## src/rtl/supply_reset_pkg.sv

```systemverilog
package supply_reset_pkg;

  typedef enum logic [1:0] {
    ST_HOLD    = 2'd0,
    ST_TIMEOUT = 2'd1,
    ST_RUN     = 2'd2
  } seqState_t;

  typedef struct packed {
    logic tmrClear;
    logic tmrRun;
  } seqStrobe_t;

endpackage

```

## src/rtl/supply_reset_dp.sv

```systemverilog
module supply_reset_dp
  import supply_reset_pkg::*;
#(
  parameter int SYNC_STAGES    = 2,
  parameter int GLITCH_CYCLES  = 100,
  parameter int TIMEOUT_CYCLES = 12_000_000
) (
  input  logic       clk,
  input  logic       porN,
  input  logic       belowThr,
  input  seqStrobe_t strobe,
  output logic       underVolt,
  output logic       tmrDone
);

  localparam int GCW = $clog2(GLITCH_CYCLES + 1);
  localparam int TCW = $clog2(TIMEOUT_CYCLES + 1);
  localparam logic [GCW-1:0] G_MAX  = GCW'(GLITCH_CYCLES);
  localparam logic [TCW-1:0] T_LAST = TCW'(TIMEOUT_CYCLES - 1);

  // Comparator flag synchronizer; presets to "below" so power-up reads as undervoltage
  logic [SYNC_STAGES-1:0] syncQ;
  logic flagSync;

  always_ff @(posedge clk or negedge porN) begin
    if (!porN) syncQ <= '1;
    else       syncQ <= {syncQ[SYNC_STAGES-2:0], belowThr};
  end
  assign flagSync = syncQ[SYNC_STAGES-1];

  // Consecutive-clock run counter, saturating at the qualification length
  logic [GCW-1:0] gCnt;

  always_ff @(posedge clk or negedge porN) begin
    if (!porN)              gCnt <= G_MAX;
    else if (!flagSync)     gCnt <= '0;
    else if (gCnt != G_MAX) gCnt <= gCnt + 1'b1;
  end
  assign underVolt = (gCnt == G_MAX);

  // Recovery timer, driven by control strobes
  logic [TCW-1:0] tmrCnt;

  always_ff @(posedge clk or negedge porN) begin
    if (!porN)                           tmrCnt <= '0;
    else if (strobe.tmrClear)            tmrCnt <= '0;
    else if (strobe.tmrRun && !tmrDone)  tmrCnt <= tmrCnt + 1'b1;
  end
  assign tmrDone = (tmrCnt == T_LAST);

  // qualification only after a full unbroken run
  a_r3_qual_needs_run: assert property (@(posedge clk) disable iff (!porN)
    $rose(underVolt) |-> ($past(flagSync) && ($past(gCnt) == G_MAX - 1'b1)));

  // a low flag breaks any pending qualification
  a_r9_low_clears_run: assert property (@(posedge clk) disable iff (!porN)
    !flagSync |=> !underVolt);

  // timer never runs past its terminal value
  a_r6_timer_bound: assert property (@(posedge clk) disable iff (!porN)
    tmrCnt <= T_LAST);

endmodule

```

## src/rtl/supply_reset_ctrl.sv

```systemverilog
module supply_reset_ctrl
  import supply_reset_pkg::*;
(
  input  logic       clk,
  input  logic       porN,
  input  logic       underVolt,
  input  logic       tmrDone,
  output seqStrobe_t strobe,
  output logic       rstActive
);

  seqState_t state, stateNxt;

  always_comb begin
    stateNxt = state;
    unique case (state)
      ST_HOLD:    if (!underVolt) stateNxt = ST_TIMEOUT;
      ST_TIMEOUT: if (underVolt)  stateNxt = ST_HOLD;
                  else if (tmrDone) stateNxt = ST_RUN;
      ST_RUN:     if (underVolt)  stateNxt = ST_HOLD;
      default:    stateNxt = ST_HOLD;
    endcase
  end

  always_ff @(posedge clk or negedge porN) begin
    if (!porN) state <= ST_HOLD;
    else       state <= stateNxt;
  end

  always_comb begin
    strobe.tmrClear = (state == ST_HOLD);
    strobe.tmrRun   = (state == ST_TIMEOUT);
  end

  assign rstActive = (state != ST_RUN);

  // a qualified undervoltage always lands in hold
  a_r4_undervolt_holds: assert property (@(posedge clk) disable iff (!porN)
    underVolt |=> (state == ST_HOLD));

  // qualified dip during the timeout abandons the countdown
  a_r7_timeout_restart: assert property (@(posedge clk) disable iff (!porN)
    ((state == ST_TIMEOUT) && underVolt) |=> strobe.tmrClear);

  // release only follows a completed timer
  a_r6_release_after_done: assert property (@(posedge clk) disable iff (!porN)
    $fell(rstActive) |-> ($past(tmrDone) && !$past(underVolt)));

endmodule

```

## src/rtl/supply_reset_seq.sv

```systemverilog
module supply_reset_seq
  import supply_reset_pkg::*;
#(
  parameter int CLK_HZ         = 50_000_000,
  parameter int TIMEOUT_MS     = 240,
  parameter int SYNC_STAGES    = 2,
  parameter int GLITCH_CYCLES  = 100,
  parameter int TIMEOUT_CYCLES = (CLK_HZ / 1000) * TIMEOUT_MS
) (
  input  logic clk,
  input  logic porN,
  input  logic belowThr,
  input  logic rstActiveHigh,
  output logic sysRst
);

  seqStrobe_t strobe;
  logic underVolt;
  logic tmrDone;
  logic rstActive;

  supply_reset_dp #(
    .SYNC_STAGES   (SYNC_STAGES),
    .GLITCH_CYCLES (GLITCH_CYCLES),
    .TIMEOUT_CYCLES(TIMEOUT_CYCLES)
  ) uDp (
    .clk      (clk),
    .porN     (porN),
    .belowThr (belowThr),
    .strobe   (strobe),
    .underVolt(underVolt),
    .tmrDone  (tmrDone)
  );

  supply_reset_ctrl uCtrl (
    .clk      (clk),
    .porN     (porN),
    .underVolt(underVolt),
    .tmrDone  (tmrDone),
    .strobe   (strobe),
    .rstActive(rstActive)
  );

  assign sysRst = rstActiveHigh ? rstActive : ~rstActive;

  // reset is asserted while power-on reset is applied
  a_r1_por_asserted: assert property (@(posedge clk)
    !porN |-> (sysRst == rstActiveHigh));

endmodule

```

## config.mk

```make
export PLATFORM = sky130hd
export DESIGN_NAME = supply_reset_seq
export DESIGN_NICKNAME = d
export VERILOG_FILES = /design/src/rtl/supply_reset_pkg.sv /design/src/rtl/supply_reset_dp.sv /design/src/rtl/supply_reset_ctrl.sv /design/src/rtl/supply_reset_seq.sv
export SDC_FILE = /design/constraint.sdc
export NUM_CORES = 1
export LEC_CHECK = 0
export ABC_CLOCK_PERIOD_IN_PS = 2700
export BUFFER_PORTS_ARGS = -buffer_cell sky130_fd_sc_hd__buf_2
export CAP_MARGIN = 20
export CORE_MARGIN = 5
export CORE_UTILIZATION = 25
export CTS_CLUSTER_DIAMETER = 200
export DETAILED_ROUTE_END_ITERATION = 16
export SYNTH_ARGS = -nofsm -noshare
export SYNTH_HDL_FRONTEND = slang
export SYNTH_SLANG_ARGS = --single-unit
```

## constraint.sdc

```tcl
create_clock -name clk -period 2.7 [get_ports clk]
set_clock_uncertainty 0.05 [all_clocks]
set_input_delay 0 -clock clk [delete_from_list [all_inputs] [get_ports clk]]
set_output_delay 0 -clock clk [all_outputs]
set_load 0.01 [all_outputs]
```

* Word level (Yosys, flattened, before mapping)
Index checks and enable logic that the tools add are counted.
** Cells by class
- $add $sub $neg :: 2
- Equality and inequality tests :: 10
- Reductions and logical operators :: 5
- Mux-type cells :: 10
- Bitwise logic cells :: 1
** Operators with widths (count)
- 24-bit 2-to-1 mux :: 2
- 24-bit by 1-bit adder with 24-bit output (second input constant) :: 1
- 24-bit == test (second input constant) :: 1
- 7-bit 2-to-1 mux :: 2
- 2-bit 2-to-1 mux :: 4
- 7-bit by 1-bit adder with 7-bit output (second input constant) :: 1
- 7-bit == test (second input constant) :: 1
- 7-bit != test (second input constant) :: 1
- 2-bit != test (second input constant) :: 3
- 2-bit one-hot mux with 3 select lines :: 1
- 3-bit by 2-bit != test with 1-bit output (second input constant) :: 1
- 3-bit AND reduction :: 1
- 2-bit by 1-bit == test with 1-bit output (second input constant) :: 1
- 2-bit == test (second input constant) :: 1
- 2-bit logical NOT :: 1
- 2-bit by 1-bit != test with 1-bit output (second input constant) :: 1
- 2-bit nonzero test :: 1
- 1-bit logical AND :: 1
- 1-bit logical NOT :: 1
- 1-bit 2-to-1 mux :: 1
- 1-bit NOT :: 1
** Word-level totals
- Word-level logic and storage cells :: 32
- Output and inout bits :: 1
- Bits in registers :: 35
- Input bits :: 4

* Logic depth before layout (Yosys ltp)
Gate-level depths: netlist of run 1.
- Depth in word-level cells :: 5
- Mapped depth :: 6
- Mapped depth without buffers :: 6

* By module
From an unflattened synthesis of run 1, not the netlist that was laid out.
** Unflattened totals
- Cell total of the unflattened synthesis :: 190
- Area, all modules :: 1854.3 µm²
** Modules (own cells, without submodules)
- supply_reset_dp :: seq. area each 832.0 µm², times used 1, area each 1759.2 µm², cells each 181
- supply_reset_ctrl :: seq. area each 50.0 µm², times used 1, area each 86.3 µm², cells each 8
- supply_reset_seq :: seq. area each 0.0 µm², times used 1, area each 8.8 µm², cells each 1

* Worst setup path before layout of run 1
OpenSTA, ideal clock, no wires.
- Kind :: flip-flop to flip-flop
- Start :: register uDp.tmrCnt[0]
- End :: register uDp.tmrCnt[22]
- Cell stages (with the launch flop) :: 6
- Path slack :: 836 ps
- Data required time :: 2546 ps
- Clock period less this slack :: 1864 ps
- Path buffers :: 0
- Library setup time :: 104 ps
- Arrival :: 1710 ps
- Path through :: dfrtp_1 -> ha_1 -> nand4_1 -> or3_1 -> or3_1 -> o311ai_1
** On the way
- Word-level cells in the longest chain between the ends :: 4
- Elaborated cells on any way between the ends :: 7
- Those cells by class :: 1 x add/sub; 1 x eq/ne; 2 x mux; 3 x reduce/logical
** RTL lines
- start, declared :: line supply_reset_dp.sv:42 : logic [TCW-1:0] tmrCnt;
- start signal, assigned :: line supply_reset_dp.sv:47 : else if (strobe.tmrRun && !tmrDone) tmrCnt <= tmrCnt + 1'b1;
- parallel branches: the longest is 4 deep, another holds 24-bit by 1-bit adder with 24-bit output
Several ways; the timed one is not identified. The select of a mux whose other input is x is not followed.
A chain may end at the register's enable or synchronous reset.

* Worst setup path in the final report of run 1
Ends and elaborated chain as after synthesis.

==> impl_summary.md, run 1 <==
Detailed routing
After detailed routing, the average wire length per cell comes to around 13 um. The total routed wirelength is ~4500 um. After the first detailed-routing iteration, the DRC count stood at roughly 110. The first detailed-routing pass ran for 4 iterations. The detailed router placed 1738 vias in this run. The remaining routing DRC violations is 0.

In this run the remaining antenna-violating nets after routing total 0. The average via count per standard cell is ~5.1.

Min path
The path with the worst hold slack has its endpoint at sysRst. Along the worst hold path, the cell count comes to 3. The classification of the worst-slack hold path is input pin to primary output. The startpoint of the worst hold path is rstActiveHigh.

Yosys
The sequential fraction of the synthesis area is between 40% and 50%. The fraction of the mapped netlist area in compound gates is between 10% and 20%. The Yosys step of the flow raised 0 warnings. The portion of synthesized area spent on multiplexers is approximately 1.6%. A synthesized cell averages approximately 9.1 um^2. The synthesized netlist devotes under 10% of its cell area to adder and majority cells. The count of distinct cell types in the synthesized netlist is 47. The gate count of the mapped netlist is approximately 230. The number of synthesized register bits is 35. In the synthesized netlist the dominant register cell turns out to be sky130_fd_sc_hd__dfrtp_1.

The number of nets in the synthesized netlist is 236. The dominant combinational cell family by area after synthesis is simple AND/OR/NAND/NOR gates. In this run, synthesis inferred 0 flip-flops with an integrated enable.

The fraction of synthesis flops using an asynchronous set or reset pin is 100%. The XOR/XNOR share of the synthesized area is around 2.5%. The total standard cell area after synthesis is 0.00209 mm^2. The simple-gate area share of the yosys netlist is between 30% and 40%.

Worst setup path
The endpoint kind of the worst setup timing path is a flip-flop. Walking the worst path, the cells encountered are ha_1 > nand4_1 > or3_1 > or3_1 > o311ai_1. At the worst endpoint, the arrival time is roughly 2.2 ns. The setup slack on the worst flop-to-flop path is about 0.61 ns. In this run the critical register-to-register path is launched from uDp.tmrCnt[0]. The maximum single-stage delay on the critical path is approximately 0.47 ns.

STA puts the critical path data required time at approximately 2.8 ns. The worst setup path is of the flip-flop to flip-flop kind. The count of buffer and inverter cells on the critical path is 0. In this design, the largest share of critical-path delay is due to simple AND/OR/NAND/NOR gates. The cell that appears most often on the critical path is sky130_fd_sc_hd__or3_1. The worst flop-to-flop path endpoint is uDp.tmrCnt[22]. The number of cells on the worst reg-to-reg path is 5.

The kind of start point of the critical path is a flip-flop. The highest fanout seen on the critical path is 6. The cell with the biggest individual delay on the critical path is sky130_fd_sc_hd__or3_1.

Final layout
The post-route cell area is 0.00233 mm^2. The post-route non-filler standard cell count is between 300 and 400. Counting the fill cells in the layout gives 883. The library cells used most frequently in the layout, excluding fill and tap cells, are sky130_fd_sc_hd__nand2_1, sky130_fd_sc_hd__dfrtp_1, sky130_fd_sc_hd__o311ai_0, sky130_fd_sc_hd__nand3_1, sky130_fd_sc_hd__and2_1. The number of antenna diodes in the final layout is 0.

Compared with the post-synthesis result, the final layout area differs by 11.3%. The library cell used most frequently in the layout, excluding fill and tap cells, is sky130_fd_sc_hd__nand2_1. The post-route netlist has around 15% of its cells at a drive strength greater than 1. In the final layout, flip-flops and latches occupy between 800 and 900 um^2. The post-layout utilization of the core is 28.5%. The multi-input combinational cells in the finished layout cover a total of 0.00114 mm^2. The count of nets after finishing is 242.

Timing
The number of pins with negative max-slew slack in the final report is 0. The final period demand of the worst path is approximately 2.1 ns. The final number of hold-violating endpoints is 0.

The final-layout setup total negative slack is 0 ns. The minimum setup slack in the final design is 0.606 ns. The final clock period utilization by the worst path is ~78%.

Setup violations remaining at the end of the flow were counted as 0. Measured against its own limit, the worst slew margin works out to a little under half. Setup repair after global routing left no endpoint under its margin.

Derived from the worst setup path, the maximum achievable clock frequency is roughly 480 MHz. Hold timing on the final database bottoms out at a slack of approximately 0.22 ns. The actual transition at the worst max-transition pin is between 0.7 and 0.8 ns.

Pwr
The leakage power total is 0.846 nW. The total power of the final layout is approximately 940 uW. Across the VDD grid, the largest voltage drop is approximately 0.13 mV. The power density over cell area is 403 mW/mm^2.

Placed design
The detailed-placement wirelength estimate is a little under 3000 um. The routability congestion estimate from global placement is between 0.8 and 0.9. The area after detailed placement is 0.00223 mm^2. The worst slack after detailed placement is between 0.6 and 0.7 ns. The number of buffer cells added on primary ports is 4. The number of placed instances, taps included, is 331.

Global routing
The via count of the first global-routing pass came to about 1.6k. The number of antenna violations at the first check in global routing was 0. The total global routing track utilization is around a tenth. The overflow left after global routing is 0. The first-pass GRT wire length is 7970 um. Entering global routing, the biggest net connects 36 pins.

Floorplan
The number of I/O pins is 5. The full die area is 0.0103 mm^2. The die boundary height is ~100 um.

The row count is 33. The core region is between 0.008 and 0.009 mm^2. The die width is just over 100 um.

For this configuration, the core starts out at a cell density of roughly a quarter.

Clocking
Clock-pin slew was measured on the worst setup and hold paths at around 0.070 ns. The largest buffer count on any clock path is 2. The H-tree generated during clock tree synthesis spans 2 levels. The number of buffers added by the clock tree synthesis step is 5. In this run the post-CTS setup repair buffer count came out at 0. The worst-skew pair later-pin latency is a little under 0.3 ns. The CTS sink count is 35. The tree is rooted in a sky130_fd_sc_hd__clkbuf_8. The clock tree from TritonCTS is done.

Job
The total of max-cap violations is 0.

Status
The run finished with clean final reports.
-- registers in the layout, indices dropped and copies added, names as in the netlist --
register and count:
uCtrl.state 2, uDp.syncQ 2, uDp.gCnt 7, uDp.tmrCnt 24
-- layer usage --
| metal | up-vias | wire length, um | GRT usage, % |
|---|---|---|---|
| met5 | - | 0 | 0 |
| met4 | 0 | 17 | 3.17 |
| met3 | 2 | 173 | 2.13 |
| met2 | 33 | 2030 | 14.5 |
| met1 | 828 | 2280 | 13.0 |
| li1 | 875 | - | - |
-- power by group --
group          internal [mW]  switching (mW)  total (mW)
combinational         0.0101          0.0162      0.0263
sequential             0.531         0.00506       0.536
clock                  0.181           0.194       0.376
-- final cells by class --
cell class                      count  share of cell area, %
Clock inverter                      1                  0.215
Multi-Input combinational cell    176                   48.9
Inverter                            7                   1.13
Sequential cell                    35                   37.9
Tap cell                          105                   5.64
Timing Repair Buffer               10                   3.01
Clock buffer                        7                   3.28
-- worst register-to-register path: cells and delay by family (launching register included) --
kind | cells | cell delay, ns
flip-flops | 1 | 0.42
AND/OR/NAND/NOR | 3 | 1.06
adder cells (fa/ha/maj) | 1 | 0.22
AO/OA/AOI/OAI | 1 | 0.25
-- cells by family (layout without fill, tap and decap cells) --
family | count (synthesis) | after routing
and+or+nand+nor | 114 | 114
AOI/OAI and AO/OA | 50 | 50
DFF | 35 | 35
buffers and inverters | 18 | 25
xor gates and xnor gates | 6 | 6
adders and majority gates | 3 | 3
muxes | 3 | 3
-- synthesized netlist by cell type (all sizes together) (5+ instances only) --
cell	instances	share of area (%)
o21ai	7	1.7
nand3	14	4.2
nand2	38	6.8
nand4	7	2.1
clkbuf	9	1.6
o311ai	16	6.7
dfstp	5	6.3
o211ai	5	1.8
dfrtp	30	36
nor4	7	3.4
a21oi	7	1.7
or4	5	2.0
inv	7	1.3
and2	11	3.3
nor2	8	1.4
or3	5	1.5
xnor2	6	2.5
-- how the worst max path moves through the flow --
stage	from	end	slack, ns	depth (start not counted)
after detailed placement	uDp.tmrCnt[0]	uDp.tmrCnt[22]	0.61	5
after floorplan	uDp.tmrCnt[0]	uDp.tmrCnt[22]	0.84	5
final	uDp.tmrCnt[0]	uDp.tmrCnt[22]	0.61	5
after global placement	uDp.tmrCnt[0]	uDp.tmrCnt[22]	0.70	5
after global routing	uDp.tmrCnt[0]	uDp.tmrCnt[12]	0.43	5
after CTS	uDp.tmrCnt[0]	uDp.tmrCnt[22]	0.60	5
-- timing repair --
| action | CTS | global route |
|---|---|---|
| hold buffers | 2 | 0 |
| hold endpoints to repair | 31 | 0 |
| gates resized for setup | 0 | 0 |
Note: power is estimated with default switching activity, not from simulation.
==> run 2: changes to the inputs <==
--- a/config.mk
+++ b/config.mk
@@ -5,7 +5,7 @@
 export SDC_FILE = /design/constraint.sdc
 export NUM_CORES = 1
 export LEC_CHECK = 0
-export ABC_CLOCK_PERIOD_IN_PS = 2700
+export ABC_CLOCK_PERIOD_IN_PS = 1800
 export BUFFER_PORTS_ARGS = -buffer_cell sky130_fd_sc_hd__buf_2
 export CAP_MARGIN = 20
 export CORE_MARGIN = 5
==> constraint.sdc (replaced) <==
create_clock -name clk -period 1.8 [get_ports clk]
set_clock_uncertainty 0.05 [all_clocks]
set_input_delay 0 -clock clk [delete_from_list [all_inputs] [get_ports clk]]
set_output_delay 0 -clock clk [all_outputs]
set_load 0.01 [all_outputs]
==> impl_summary.md, run 2 (synthesis results as in run 1) <==
Status
The flow ran to the end, but the final reports show violations. The final reports fail on negative setup slack.

Timing
For this run, the top clock speed supported by timing is 536 MHz. In this run the tightest slew margin relative to its limit is 44.8%. The minimum setup slack in the final design is -0.0641 ns.

The actual transition at the worst max-transition pin is around 0.83 ns. The number of pins with negative max-slew slack in the final report came to 0. Dividing the final minimum period by the clock period gives 104%. Setup repair after global routing could not meet its margin everywhere. The setup-violating endpoint count in the final report is 8.

The final number of hold-violating endpoints came to 0. The final period demand of the worst path is 1.86 ns.

Pwr
After layout, the design draws a total of 1.59 mW. The leakage power total is roughly 1.1 nW. The maximum VDD drop is between 0.2 and 0.25 mV. For this design the ratio of total power to cell area is 581 mW/mm^2.

Clocking
The clock drives 35 sinks. In this run the number of H-tree levels came out at 2. The later pin in the worst-skew pair is clocked with a latency of between 0.2 and 0.3 ns. The clock transition at the registers of the reported paths is around 0.070 ns. TritonCTS built the clock tree. The root buffer cell chosen for the clock tree is sky130_fd_sc_hd__clkbuf_8. The number of buffers added by the clock tree synthesis step is 5. The largest buffer count on any clock path is 2.

Floorplan
Once the floorplan was initialized, standard cells occupied between 20% and 30% of the core. The full die area is around 0.010 mm^2. Pin placement for this block handled 5 I/O pins.

The area of the core region is slightly above 0.008 mm^2. The die is roughly 100 um wide. The row count is 33. The floorplan step set the die height to between 100 and 150 um.

Worst setup path
The data arrival time of the worst path is around 2.0 ns. Traced cell by cell, the critical path runs through or4b_4 > nor4_4 > buf_4 > a21oi_1 > o211ai_1. The highest fanout seen on the critical path is 6. The count of buffer and inverter cells on the critical path is 1. The cell depth of the worst flop-to-flop path is 5. The maximum single-stage delay on the critical path is 0.54 ns. The critical path in this run is classified as flip-flop to flip-flop. The endpoint required time on the critical path is ~2.0 ns.

On the critical path, the stage with the largest delay is an instance of sky130_fd_sc_hd__or4b_4. STA classifies the critical path startpoint as a flip-flop. STA classifies the critical path endpoint as a flip-flop. The number of logic stages on the critical path including buffering is 5. The kind of cell with the highest combined delay along the critical path is simple AND/OR/NAND/NOR gates.

Placed design
The congestion estimate from routability-driven global placement came to 0.759. In this run the tool buffered the top-level ports with 4 buffer cells. The instance count after placement with tap cells included is ~370. Detailed placement ended at an HPWL of 3540 um.

Job
Max-cap violations in this run came to 0.

Final layout
Leaving out fill and tap cells, the most frequent cells in the layout are sky130_fd_sc_hd__buf_4, sky130_fd_sc_hd__nand2_1, sky130_fd_sc_hd__dfrtp_1, sky130_fd_sc_hd__and2_1, sky130_fd_sc_hd__nand3_1. The ratio of cells with drive above 1 in the final layout is about a third. The register with the most flip-flops in the layout has 24 of them.

The largest registers in the layout are uDp.tmrCnt x24, uDp.gCnt x7. The count of nets after finishing is 280. Excluding fillers, the count of instances in the completed layout stands at 379. The count of antenna diodes in the layout is 0. The area growth from synthesis to layout is 30.4%. The library cell used most frequently in the layout, excluding fill and tap cells, is sky130_fd_sc_hd__buf_4. More flip-flops sit in one register than any other, and that register is uDp.tmrCnt.

Detailed routing
The detailed router's first-iteration violation count is a little over 90. The wire length per cell after detailed routing is between 10 and 15 um. The average via count per standard cell is around 5.1. The number of optimization iterations in the first detailed-route pass is 4.

The detail route stage leaves a number of antenna-violating nets equal to 0. The remaining routing DRC violations is 0. The routed design has between 5000 and 6000 um of wire. Across all layers, the routed design uses just under 2k vias.

Global routing
Entering global routing, the biggest net connects 36 pins. The first global-routing pass estimated around 8800 um of wire. In the global route stage, overall resource usage came out at between 10% and 20%. The number of antenna violations at the first check in global routing is 0. The overflow left after global routing is 0.

The via count of the first global-routing pass is around 1.8k.

Min path
The worst hold path passes through 3 cells. The classification of the worst-slack hold path is input pin to primary output.
==> run 2: timing repair <==
item | in CTS | in global routing
gates resized for setup | 5 | 18
hold buffers | 2 | 0
endpoints found under the hold margin | 31 | 0
pin swaps | 8 | 7
setup endpoints to repair | 14 | 21
setup buffers | 1 | 2
==> run 2: layer usage <==
metal  vias to the layer above  global-route usage [%]  wire length (um)
met5                         -                       0                 0
met4                         0                    4.50                92
met3                         7                    2.27               170
met2                        31                    15.8              2280
met1                       941                    14.7              2630
li1                        947                       -                 -
==> run 2: final timing paths <==
check                         startpoint        endpoint  slack [ns]
setup / recovery           uDp.tmrCnt[8]   uDp.tmrCnt[3]       -0.06
hold / removal             rstActiveHigh          sysRst        0.22
setup reg to reg           uDp.tmrCnt[8]   uDp.tmrCnt[3]       -0.06
hold reg to reg             uDp.syncQ[0]    uDp.syncQ[1]        0.31
max in group asynchronous           porN     uDp.gCnt[1]        0.87
min in group asynchronous           porN  uDp.tmrCnt[15]        0.31
==> run 2: per-stage QoR <==
step	utilization (%)	setup TNS, ns	instance area [um^2]	hold slack, ns	setup slack (ns)
after floorplan	-	-0.0614	2110	-0.346	-0.0614
after global placement	30.6	-0.0437	2500	0.0565	-0.0437
after detailed placement	30.6	-0.561	2500	0.0597	-0.122
after CTS	32.6	-0.229	2670	0.222	-0.0446
after global routing	33.4	-1.29	2730	0.240	-0.122
final	33.4	-0.236	2730	0.219	-0.0641
==> run 2: final cells by class <==
class	instances	area [um^2]
tap	105	131
multi-input combinational	176	1220
inverter	7	26.3
sequential	35	882
clock buffer	6	82.6
timing repair buffer	48	355
fill	836	5450
clock inverter	2	35.0
==> run 2: tightest hold or removal path: cells and delay by family <==
| kind | cells | cell delay [ns] |
|---|---|---|
| xor gates and xnor gates | 1 | 0.06 |
| buffers and inverters | 2 | 0.21 |
==> run 2: power by group <==
group	total, mW	switching, mW	internal [mW]
Clock	0.741	0.293	0.448
Combinational	0.0402	0.0251	0.0151
Sequential	0.805	0.00790	0.797
==> run 3: changes to the inputs <==
--- a/config.mk
+++ b/config.mk
@@ -12,6 +12,9 @@
 export CORE_UTILIZATION = 25
 export CTS_CLUSTER_DIAMETER = 200
 export DETAILED_ROUTE_END_ITERATION = 16
+export GPL_ROUTABILITY_DRIVEN = 1
+export GPL_TIMING_DRIVEN = 0
+export SKIP_LAST_GASP = 1
 export SYNTH_ARGS = -nofsm -noshare
 export SYNTH_HDL_FRONTEND = slang
 export SYNTH_SLANG_ARGS = --single-unit
==> impl_summary.md, run 3 (synthesis results as in run 1) <==
Pwr
The leakage power total is around 1.1 nW. The maximum VDD drop is between 0.3 and 0.4 mV. The design internal power is about 1.4 mW. The power density over cell area is 622 mW/mm^2. For this design the total switching power over the nets is approximately 360 uW.

The proportion of power drawn by the clock network is between 50 and 60%. The share of total power dissipated in sequential elements is 46.7%. The total power of the final layout is about 1.7 mW.

Combinational logic is responsible for under 10% of the overall power. The switching share of power is between 20% and 30%.

Timing
The hold slack is ~0.22 ns. The number of pins with negative max-slew slack in the final report is 0. The final number of hold-violating endpoints was 0. Setup violations remaining at the end of the flow were counted as 9. Measured against its own limit, the worst slew margin works out to around 47%. In the post-route analysis, the smallest setup slack over all paths is -0.153 ns. Setup repair after global routing could not meet its margin everywhere. The final clock period utilization by the worst path is 108%. The actual transition at the worst max-transition pin is about 0.8 ns. The peak clock frequency supported by timing is approximately 510 MHz. Counting I/O delays and the setup requirement, the final critical path takes 1.95 ns.

Floorplan
For this configuration, the core starts out at a cell density of ~26%. The total area inside the core boundary comes to roughly 0.008 mm^2. The row count is 33. The number of I/O pins is 5.

The full die area is ~0.010 mm^2. The die width is 102 um. The floorplan step set the die height to just over 100 um.

Detailed routing
The average via count per standard cell is between 5 and 6. Routed signal wires occupy layers up through met4. Detailed routing inserted a total of between 1.5k and 2k vias. The detail route stage leaves a number of antenna-violating nets equal to 0. After detailed routing, the met2 layer carries approximately 2600 um of wire. After detailed routing, the average wire length per cell comes to 14.9 um. The number of optimization iterations in the first detailed-route pass is 4. Wire segments on met3 add up to 197 um in the final route. After detailed routing, the wire length on met1 is 2700 um. The detailed router's first-iteration violation count is 120. The remaining routing DRC violations is 0.

The total routed wirelength is about 5500 um.

Final layout
Leaving out fill and tap cells, the most frequent cells in the layout are sky130_fd_sc_hd__nand2_1, sky130_fd_sc_hd__buf_4, sky130_fd_sc_hd__dfrtp_1, sky130_fd_sc_hd__and2_1. In the final layout, the share of cells above drive strength 1 is ~34%. The register with the most flip-flops in the layout has 24 of them. The count of nets after finishing is 271. The post-layout utilization of the core is 33.9%.

The most frequent standard cell in the layout excluding fill and tap cells is sky130_fd_sc_hd__nand2_1. Fill cells in the final layout number 831. From synthesis to final layout, the design area changed by 32.3%. The repair_antennas step left the layout with diodes totalling 0. The largest registers in the layout are uDp.tmrCnt x24, uDp.gCnt x7. The post-route cell area is ~0.0028 mm^2. The register containing the most flip-flops in the final layout is uDp.tmrCnt.

Global routing
The via count of the first global-routing pass is about 1.9k. For this run, the total global-route usage over all layers was measured as 11.3%. The overflow left after global routing is 0. Entering global routing, the biggest net connects 36 pins. The number of antenna violations at the first check in global routing is 0. The first global-routing pass estimated about 9300 um of wire.

Clocking
In this run the deepest clock path goes through 2 buffers. TritonCTS built the clock tree. The cell at the root of the clock tree is sky130_fd_sc_hd__clkbuf_8. The clock transition at the registers of the reported paths is ~0.080 ns. CTS saw 35 sinks. The number of clock buffers added by TritonCTS is 5. Clock latency on the worst-skew pair, taken at its later pin, is between 0.2 and 0.3 ns. The H-tree level count is 2.

Status
The run finished, with violations left. The checks that failed: negative setup slack.

Worst setup path
For the worst setup path, the data required time is slightly below 2 ns. The highest fanout seen on the critical path is 3. The kind of start point of the critical path is a flip-flop.

STA puts the critical path data arrival time at roughly 2.1 ns. The critical path class is flip-flop to flip-flop. The endpoint kind of the worst setup timing path is a flip-flop.

Placed design
Summed over all nets, the half-perimeter wirelength after detailed placement is 3380 um. The number of buffer cells added on primary ports is 4. Once placement finished, the instance area stood at between 0.002 and 0.0025 mm^2. The worst slack after detailed placement is -0.454 ns. At the end of routability-driven placement, the weighted congestion stood at slightly above 0.8.

Min path
In this run the worst hold path is classified as input pin to primary output.

Job
The total of max-cap violations is 0.
## run 3: what timing repair did
action / CTS / global route
hold endpoints to repair: 31 / 0
pin swaps: 3 / 12
gates resized for setup: 20 / 26
endpoints found under the setup margin: 25 / 25
hold buffers: 2 / 0
setup buffers: 19 / 7
## run 3: cell type report
| type | instances | area, um^2 | share of cell area [%] |
|---|---|---|---|
| tap | 105 | 131 | 4.74 |
| multi-input combinational | 176 | 1310 | 47.3 |
| timing repair buffer | 31 | 231 | 8.36 |
| clock buffer | 5 | 68.8 | 2.48 |
| sequential | 35 | 895 | 32.3 |
| buffer | 8 | 40.0 | 1.45 |
| inverter | 7 | 26.3 | 0.949 |
| clock inverter | 3 | 67.6 | 2.44 |
## run 3: worst paths after layout
check	start	end	slack, ns	depth (start not counted)
min in group asynchronous	porN	uDp.gCnt[3]	0.28	2
setup / recovery	uDp.tmrCnt[1]	uDp.tmrCnt[22]	-0.15	5
hold reg to reg	uDp.syncQ[0]	uDp.syncQ[1]	0.31	0
max in group asynchronous	porN	uDp.tmrCnt[1]	0.87	2
setup reg to reg	uDp.tmrCnt[1]	uDp.tmrCnt[22]	-0.15	5
hold / removal	rstActiveHigh	sysRst	0.22	3
## run 3: critical path: stages, from the launching register on
cell and delay, ns:
sky130_fd_sc_hd__dfrtp_2 0.42, sky130_fd_sc_hd__ha_4 0.15, sky130_fd_sc_hd__nand4_1 0.18, sky130_fd_sc_hd__or3_4 0.45
sky130_fd_sc_hd__or3_1 0.33, sky130_fd_sc_hd__o311ai_2 0.26
## run 3: power by group through the flow
stage,combinational (mW),clock (mW),sequential [mW]
2_1_floorplan,0.0155,0,0.818
3_3_place_gp,0.0385,0,0.819
3_5_place_dp,0.0390,0,0.820
4_1_cts,0.0426,0.892,0.804
5_1_grt,0.0487,0.925,0.806
6_report,0.0399,0.880,0.804
## run 3: per-stage QoR
stage / setup TNS [ns] / instances
2_1_floorplan: -0.0614 / 229
3_3_place_gp: -4.22 / 338
3_5_place_dp: -5.25 / 338
4_1_cts: -0.426 / 366
5_1_grt: -2.02 / 370
6_report: -0.513 / 370
## run 3: per-layer routing
layer	global-route usage [%]	vias to the layer above
met2	17.6	35
li1	-	929
met3	2.48	6
met4	4.09	0
met1	15.5	948
met5	0	-
